**src/rtl/coal_pkg.sv**
```systemverilog
package coal_pkg;
  localparam int DEF_LANES        = 32;
  localparam int DEF_ADDR_W       = 32;
  localparam int DEF_LINE_BYTES   = 128;
  localparam int DEF_SECTOR_BYTES = 32;
  localparam int DEF_WORD_BYTES   = 4;

  function automatic int cnt_width(input int max_val);
    return (max_val < 2) ? 1 : $clog2(max_val + 1);
  endfunction
endpackage

```
**src/rtl/coal_lane_store.sv**
```systemverilog
module coal_lane_store #(
  parameter int LANES  = coal_pkg::DEF_LANES,
  parameter int ADDR_W = coal_pkg::DEF_ADDR_W
) (
  input  logic                    clk,
  input  logic                    rst_n,
  input  logic                    load_en,
  input  logic [LANES-1:0]        load_active,
  input  logic [LANES*ADDR_W-1:0] load_addr,
  input  logic                    clear_en,
  input  logic [LANES-1:0]        clear_mask,
  output logic [LANES-1:0]        pending,
  output logic [LANES*ADDR_W-1:0] addr_q
);
  // Lanes still waiting for a line; load wins over clear when both fire.
  always_ff @(posedge clk) begin
    if (!rst_n)        pending <= '0;
    else if (load_en)  pending <= load_active;
    else if (clear_en) pending <= pending & ~clear_mask;
  end

  always_ff @(posedge clk) begin
    if (load_en) addr_q <= load_addr;
  end

  AST_CLEAR_SUBSET: assert property (@(posedge clk) disable iff (!rst_n)
    clear_en |-> ((clear_mask & ~pending) == '0));
endmodule

```
**src/rtl/coal_line_pick.sv**
```systemverilog
module coal_line_pick #(
  parameter int LANES        = coal_pkg::DEF_LANES,
  parameter int ADDR_W       = coal_pkg::DEF_ADDR_W,
  parameter int LINE_BYTES   = coal_pkg::DEF_LINE_BYTES,
  parameter int SECTOR_BYTES = coal_pkg::DEF_SECTOR_BYTES,
  localparam int LINE_OFF    = $clog2(LINE_BYTES),
  localparam int SECT_OFF    = $clog2(SECTOR_BYTES),
  localparam int SECTORS     = LINE_BYTES / SECTOR_BYTES,
  localparam int SECT_W      = (SECTORS > 1) ? $clog2(SECTORS) : 1,
  localparam int TAG_W       = ADDR_W - LINE_OFF,
  localparam int LANE_W      = $clog2(LANES),
  localparam int SCNT_W      = coal_pkg::cnt_width(SECTORS)
) (
  input  logic                    clk,
  input  logic                    rst_n,
  input  logic [LANES-1:0]        pending,
  input  logic [LANES*ADDR_W-1:0] addr_q,
  output logic                    any,
  output logic [ADDR_W-1:0]       line_addr,
  output logic [LANES-1:0]        match,
  output logic [SECTORS-1:0]      sect_mask,
  output logic [SCNT_W-1:0]       sect_cnt,
  output logic                    last
);
  logic [TAG_W-1:0]  tag_a  [LANES];
  logic [SECT_W-1:0] sect_a [LANES];
  logic [LANE_W-1:0] lead;
  logic [TAG_W-1:0]  lead_tag;

  for (genvar g = 0; g < LANES; g++) begin : g_lane
    assign tag_a[g] = addr_q[g*ADDR_W + LINE_OFF +: TAG_W];
    if (SECTORS > 1) begin : g_sect
      assign sect_a[g] = addr_q[g*ADDR_W + SECT_OFF +: SECT_W];
    end else begin : g_nosect
      assign sect_a[g] = '0;
    end
  end

  // Lowest pending lane leads the next fetch.
  always_comb begin
    lead = '0;
    for (int i = LANES - 1; i >= 0; i--) begin
      if (pending[i]) lead = LANE_W'(i);
    end
  end

  assign any      = |pending;
  assign lead_tag = tag_a[lead];
  assign line_addr = {lead_tag, {LINE_OFF{1'b0}}};

  for (genvar g = 0; g < LANES; g++) begin : g_match
    assign match[g] = pending[g] && (tag_a[g] == lead_tag);
  end

  always_comb begin
    sect_mask = '0;
    for (int i = 0; i < LANES; i++) begin
      if (match[i]) sect_mask[sect_a[i]] = 1'b1;
    end
  end

  always_comb begin
    sect_cnt = '0;
    for (int k = 0; k < SECTORS; k++) begin
      sect_cnt = sect_cnt + SCNT_W'(sect_mask[k]);
    end
  end

  assign last = any && (match == pending);

  AST_MASK_IN_PENDING: assert property (@(posedge clk) disable iff (!rst_n)
    any |-> ((match & ~pending) == '0) && (match != '0));
  AST_LEAD_LOWEST: assert property (@(posedge clk) disable iff (!rst_n)
    any |-> match[lead] && ((pending & ((LANES'(1) << lead) - LANES'(1))) == '0));
endmodule

```
**src/rtl/coal_stats.sv**
```systemverilog
module coal_stats #(
  parameter int LANES      = coal_pkg::DEF_LANES,
  parameter int WORD_BYTES = coal_pkg::DEF_WORD_BYTES,
  parameter int SECTORS    = 4,
  localparam int CNT_W     = coal_pkg::cnt_width(LANES),
  localparam int BYTE_W    = coal_pkg::cnt_width(LANES * WORD_BYTES),
  localparam int SCNT_W    = coal_pkg::cnt_width(SECTORS)
) (
  input  logic              clk,
  input  logic              rst_n,
  input  logic              accept,
  input  logic [LANES-1:0]  accept_active,
  input  logic              line_hs,
  input  logic              line_last,
  input  logic [SCNT_W-1:0] line_sect_cnt,
  output logic              done_valid,
  output logic [CNT_W-1:0]  done_lines,
  output logic [CNT_W-1:0]  done_sectors,
  output logic [BYTE_W-1:0] done_bytes
);
  logic [CNT_W-1:0]  line_acc, sect_acc, act_cnt;
  logic [BYTE_W-1:0] byte_q;
  logic              zero_pend;
  logic              accept_zero, final_hs, emit_zero;

  always_comb begin
    act_cnt = '0;
    for (int i = 0; i < LANES; i++) act_cnt = act_cnt + CNT_W'(accept_active[i]);
  end

  assign accept_zero = accept && (accept_active == '0);
  assign final_hs    = line_hs && line_last;
  assign emit_zero   = !final_hs && (zero_pend || accept_zero);

  // Running totals of the request in flight.
  always_ff @(posedge clk) begin
    if (!rst_n) begin
      line_acc <= '0;
      sect_acc <= '0;
      byte_q   <= '0;
    end else if (accept) begin
      line_acc <= '0;
      sect_acc <= '0;
      byte_q   <= BYTE_W'(act_cnt) * BYTE_W'(WORD_BYTES);
    end else if (line_hs) begin
      line_acc <= line_acc + 1'b1;
      sect_acc <= sect_acc + CNT_W'(line_sect_cnt);
    end
  end

  // Completion strobe; an empty request accepted on a final edge waits one cycle.
  always_ff @(posedge clk) begin
    if (!rst_n) begin
      done_valid   <= 1'b0;
      done_lines   <= '0;
      done_sectors <= '0;
      done_bytes   <= '0;
      zero_pend    <= 1'b0;
    end else begin
      done_valid <= final_hs || emit_zero;
      if (final_hs) begin
        done_lines   <= line_acc + 1'b1;
        done_sectors <= sect_acc + CNT_W'(line_sect_cnt);
        done_bytes   <= byte_q;
        zero_pend    <= accept_zero;
      end else if (emit_zero) begin
        done_lines   <= '0;
        done_sectors <= '0;
        done_bytes   <= '0;
        zero_pend    <= zero_pend && accept_zero;
      end
    end
  end

  AST_LINE_LIMIT: assert property (@(posedge clk) disable iff (!rst_n)
    done_valid |-> (done_lines <= CNT_W'(LANES)));
  AST_SECTOR_RANGE: assert property (@(posedge clk) disable iff (!rst_n)
    done_valid |-> (done_sectors >= done_lines)
                && ({2'b00, done_sectors} <= ({2'b00, done_lines} * (CNT_W+2)'(SECTORS))));
  AST_EMPTY_ZERO: assert property (@(posedge clk) disable iff (!rst_n)
    done_valid |-> ((done_bytes == '0) == (done_lines == '0)));
endmodule

```
**src/rtl/warp_coalescer.sv**
```systemverilog
module warp_coalescer #(
  parameter int LANES        = coal_pkg::DEF_LANES,
  parameter int ADDR_W       = coal_pkg::DEF_ADDR_W,
  parameter int LINE_BYTES   = coal_pkg::DEF_LINE_BYTES,
  parameter int SECTOR_BYTES = coal_pkg::DEF_SECTOR_BYTES,
  parameter int WORD_BYTES   = coal_pkg::DEF_WORD_BYTES,
  localparam int SECTORS     = LINE_BYTES / SECTOR_BYTES,
  localparam int CNT_W       = coal_pkg::cnt_width(LANES),
  localparam int BYTE_W      = coal_pkg::cnt_width(LANES * WORD_BYTES),
  localparam int SCNT_W      = coal_pkg::cnt_width(SECTORS)
) (
  input  logic                    clk,
  input  logic                    rst_n,
  input  logic                    req_valid,
  output logic                    req_ready,
  input  logic [LANES-1:0]        req_active,
  input  logic [LANES*ADDR_W-1:0] req_addr,
  output logic                    line_valid,
  input  logic                    line_ready,
  output logic [ADDR_W-1:0]       line_addr,
  output logic [LANES-1:0]        line_mask,
  output logic [SECTORS-1:0]      line_sectors,
  output logic                    done_valid,
  output logic [CNT_W-1:0]        done_lines,
  output logic [CNT_W-1:0]        done_sectors,
  output logic [BYTE_W-1:0]       done_bytes
);
  logic [LANES-1:0]        pending;
  logic [LANES*ADDR_W-1:0] addr_q;
  logic                    any, last, accept, line_hs;
  logic [SCNT_W-1:0]       sect_cnt;

  assign line_hs   = line_valid && line_ready;
  assign req_ready = !any || (line_hs && last);
  assign accept    = req_valid && req_ready;

  coal_lane_store #(.LANES(LANES), .ADDR_W(ADDR_W)) store_i (
    .clk(clk), .rst_n(rst_n),
    .load_en(accept), .load_active(req_active), .load_addr(req_addr),
    .clear_en(line_hs), .clear_mask(line_mask),
    .pending(pending), .addr_q(addr_q)
  );

  coal_line_pick #(
    .LANES(LANES), .ADDR_W(ADDR_W),
    .LINE_BYTES(LINE_BYTES), .SECTOR_BYTES(SECTOR_BYTES)
  ) pick_i (
    .clk(clk), .rst_n(rst_n),
    .pending(pending), .addr_q(addr_q),
    .any(any), .line_addr(line_addr), .match(line_mask),
    .sect_mask(line_sectors), .sect_cnt(sect_cnt), .last(last)
  );

  assign line_valid = any;

  coal_stats #(.LANES(LANES), .WORD_BYTES(WORD_BYTES), .SECTORS(SECTORS)) stats_i (
    .clk(clk), .rst_n(rst_n),
    .accept(accept), .accept_active(req_active),
    .line_hs(line_hs), .line_last(last), .line_sect_cnt(sect_cnt),
    .done_valid(done_valid), .done_lines(done_lines),
    .done_sectors(done_sectors), .done_bytes(done_bytes)
  );

  AST_HOLD_STABLE: assert property (@(posedge clk) disable iff (!rst_n)
    line_valid && !line_ready |=> line_valid && $stable(line_addr)
                                && $stable(line_mask) && $stable(line_sectors));
  AST_NO_TAKE_WHILE_STALLED: assert property (@(posedge clk) disable iff (!rst_n)
    line_valid && !line_ready |-> !req_ready);
  AST_DONE_AFTER_LAST: assert property (@(posedge clk) disable iff (!rst_n)
    line_hs && (line_mask == pending) |=> done_valid);
endmodule

```
**config.mk**
```make
export PLATFORM = sky130hd
export DESIGN_NAME = warp_coalescer
export DESIGN_NICKNAME = d
export VERILOG_FILES = /design/src/rtl/coal_pkg.sv /design/src/rtl/coal_lane_store.sv /design/src/rtl/coal_line_pick.sv /design/src/rtl/coal_stats.sv /design/src/rtl/warp_coalescer.sv
export SDC_FILE = /design/constraint.sdc
export NUM_CORES = 2
export LEC_CHECK = 0
export ABC_AREA = 1
export BUFFER_PORTS_ARGS = -buffer_cell sky130_fd_sc_hd__buf_2
export CAP_MARGIN = 10
export CORE_AREA = 2 2 450 452
export DETAILED_ROUTE_END_ITERATION = 8
export DIE_AREA = 0 0 452 454
export GPL_ROUTABILITY_DRIVEN = 0
export PLACE_DENSITY = 0.54
export SLEW_MARGIN = 40
export SYNTH_ARGS = -nofsm -noshare
export SYNTH_HDL_FRONTEND = slang
export SYNTH_SLANG_ARGS = --single-unit
```
**constraint.sdc**
```tcl
create_clock -name clk -period 14.35 [get_ports clk]
set_input_delay 0.7175 -clock clk [delete_from_list [all_inputs] [get_ports clk]]
set_output_delay 0.7175 -clock clk [all_outputs]
set_load 0.01 [all_outputs]
```
==> flow_summary.ini <==
[worst_hold_path]
min_path_type = in2reg

[synth]
yosysTopAreaCellShare = 0.472
syn_avg_cell_area_um2 = 7.83
synth_edf_count = 864
ys_types = 41
yosys_warnings = 0
synthArstFlopShare = 0
seq_area_frac_synth = 0.498
synth_area_um2 = 54900
ys_ff_latch = 934
synth_ff_type = edfxtp_1
yosys.area.top_type = edfxtp_1
netlist_instances = 7020
ys_top_cells_by_area = edfxtp_1 47%, nand2_1 15%, nand3_1 14%

[finish]
fin_nets = 8904
synthToLayoutAreaGrowth_pct = 20.7
final_util = 0.330
drive_gt1_frac = 0.163
design_area_um2 = 66300

[die]
io-pin-count = 1151
start_util = 0.274
die_area_um2 = 205000
fp.dieH_um = 454
die-width_um = 452
row_count = 165
core-area_um2 = 201000

[clocking]
cts_num_sinks = 934
clkTransAtPathRegs_ps = 60
cts-hold-fix-buffers = 0
cts_inserted_buffers = 112
clock_latency_ps = 780
cts_setup_buffers = 0
clockBufferDepth = 3
cts_resized = 0
cts_tree = built
htree_num_levels = 3
clockRootBuffer = clkbuf_16

[sta]
worstMarginPinSlew_ps = 1010
min_period_over_period = 0.746
rsz0062_at_grt = no
fin_crit_ps = 10700
slew_violations = 0
finalSetupTns_ps = 0
maxSlewHeadroom = 0.324
hold_ws_ps = 110
finClkSkew_ps = 47.7
max_freq_mhz = 93.5
setup_viol = 0
hold_viol = 0

[placement]
dpl_cell_area_um2 = 62100
hpwl_um = 217000
portBuffers = 981

[job]
maxCapViolations = 0

[global_route]
top_usage_layer = met2
grt_max_degree = 126
grt_usage = 0.266
grt.met3_usage = 0.0493
first_global_vias = 49200
grtUsageMet1 = 0.334
antenna_found_initial = 220
grt_util_met2 = 0.405
grt_overflow = 0
grt_pass1_wl_um = 382000

[worst_setup_path]
cp_slowest_stage_delay_ps = 680
cp_max_fo = 81
crit_arrival_ps = 11400
worst_path_max_delay_cell = nand2_2
cp_common_cell = nand2_1
critPathLaunchType = flop
endpoint_kind = flop
path_class = reg2reg
cp.required_ps = 15050

[drt]
ant_nets = 0
drc = 0
routed_via_density = 5.09
drt-initial-drc-count = 7482
wire_per_inst_um = 26.5
routed_wl_um = 284000
via_count = 54500
first_pass_iters = 9

[run_status]
status = finished, final reports clean
==> cells in the mapped netlist, drive strengths merged, types with 32 or more instances <==
| master | n |
|---|---|
| a21oi | 140 |
| buf | 239 |
| clkbuf | 162 |
| dfxtp | 70 |
| edfxtp | 864 |
| inv | 820 |
| nand2 | 2246 |
| nand3 | 1532 |
| nand3b | 43 |
| nor2 | 507 |
| o211ai | 36 |
| o21ai | 65 |
| xnor2 | 32 |
| xor2 | 114 |
==> sequential cells by signal (all words and copies together) (netlist names) <==
register / count
store_i.addr_q: 864
store_i.pending: 32
stats_i.byte_q: 6
stats_i.done_bytes: 6
stats_i.done_lines: 6
stats_i.done_sectors: 6
stats_i.line_acc: 6
stats_i.sect_acc: 6
stats_i.done_valid: 1
stats_i.zero_pend: 1
==> cells by family (layout without fill, tap and decap cells) <==
| kind of cell | Yosys count | after routing | synth area share |
|---|---|---|---|
| buffers and inverters | 1224 | 2088 | 0.0933 |
| DFF | 934 | 934 | 0.498 |
| AOI/OAI and AO/OA | 296 | 296 | 0.0317 |
| other | 1 | 148 | 0.0000682 |
| adders and majority gates | 41 | 41 | 0.0129 |
| and+or+nand+nor | 4378 | 4378 | 0.341 |
| xor gates and xnor gates | 146 | 146 | 0.0233 |
==> metrics by stage <==
| step | setup WS (ps) | instances |
|---|---|---|
| global placement | 3740 | 10400 |
| CTS | 3910 | 10600 |
| global route | 2960 | 10700 |
| finish | 3650 | 10700 |
| floorplan | 3970 | 7028 |
| detailed placement | 3940 | 10400 |
==> critical path, delay by kind of cell, from the launching register on <==
family	cells	cell delay (ps)
flops	1	400
xor+xnor	1	180
fa+ha+maj	4	1280
buf+inv	8	1530
compound gates	3	490
simple gates	51	6550
==> metal layers <==
metal	share of wire	vias up
met2	0.45	3511
met4	0.082	32
li1	-	24700
met3	0.092	783
met5	0.00074	-
met1	0.38	25500
==> worst paths after layout <==
kind	start	end	depth (start not counted)	slack, ps
worst max-delay path	store_i.pending[30]$_SDFFE_PN0P_	stats_i.sect_acc[4]$_SDFFE_PP0P_	67	3650
worst min-delay path	req_addr[587]	store_i.addr_q[587]$_DFFE_PP_	1	110
worst max register to register	store_i.pending[30]$_SDFFE_PN0P_	stats_i.sect_acc[4]$_SDFFE_PP0P_	67	3650
worst min register to register	stats_i.byte_q[6]$_SDFFE_PN0P_	stats_i.done_bytes[6]$_SDFFE_PN0P_	2	450
==> final cells by class <==
type                            instances  area, µm²
Clock buffer                          128       2880
Multi-Input combinational cell       4870      22600
Sequential cell                       934      27300
Clock inverter                         75        885
Tap cell                             2672       3340
Inverter                              823       3110
Antenna cell                          139        348
Timing Repair Buffer                 1062       5780
Fill cell                           21300     135000
==> cell usage in the layout (no fill, tap or decap), drive strengths merged, types with 2 or more instances in the layout <==
cell type,n
o32ai,2
a211oi,7
clkinvlp,11
a22o,22
edfxtp,864
nor4,11
a32o,3
nor2,507
buf,1062
dfxtp,70
bufinv,16
nand3b,43
clkinv,40
nand3,1532
a21oi,140
diode,139
nor3,27
clkbuf,128
nand2,2246
o211ai,36
ha,15
xor2,114
nand4,11
fa,26
o22ai,4
o31ai,2
o21ai,65
o21a,12
inv,831
xnor2,32
conb,9
Power is not shown: default switching activity piles up to over one toggle a cycle in this logic, so the estimate is an artifact.
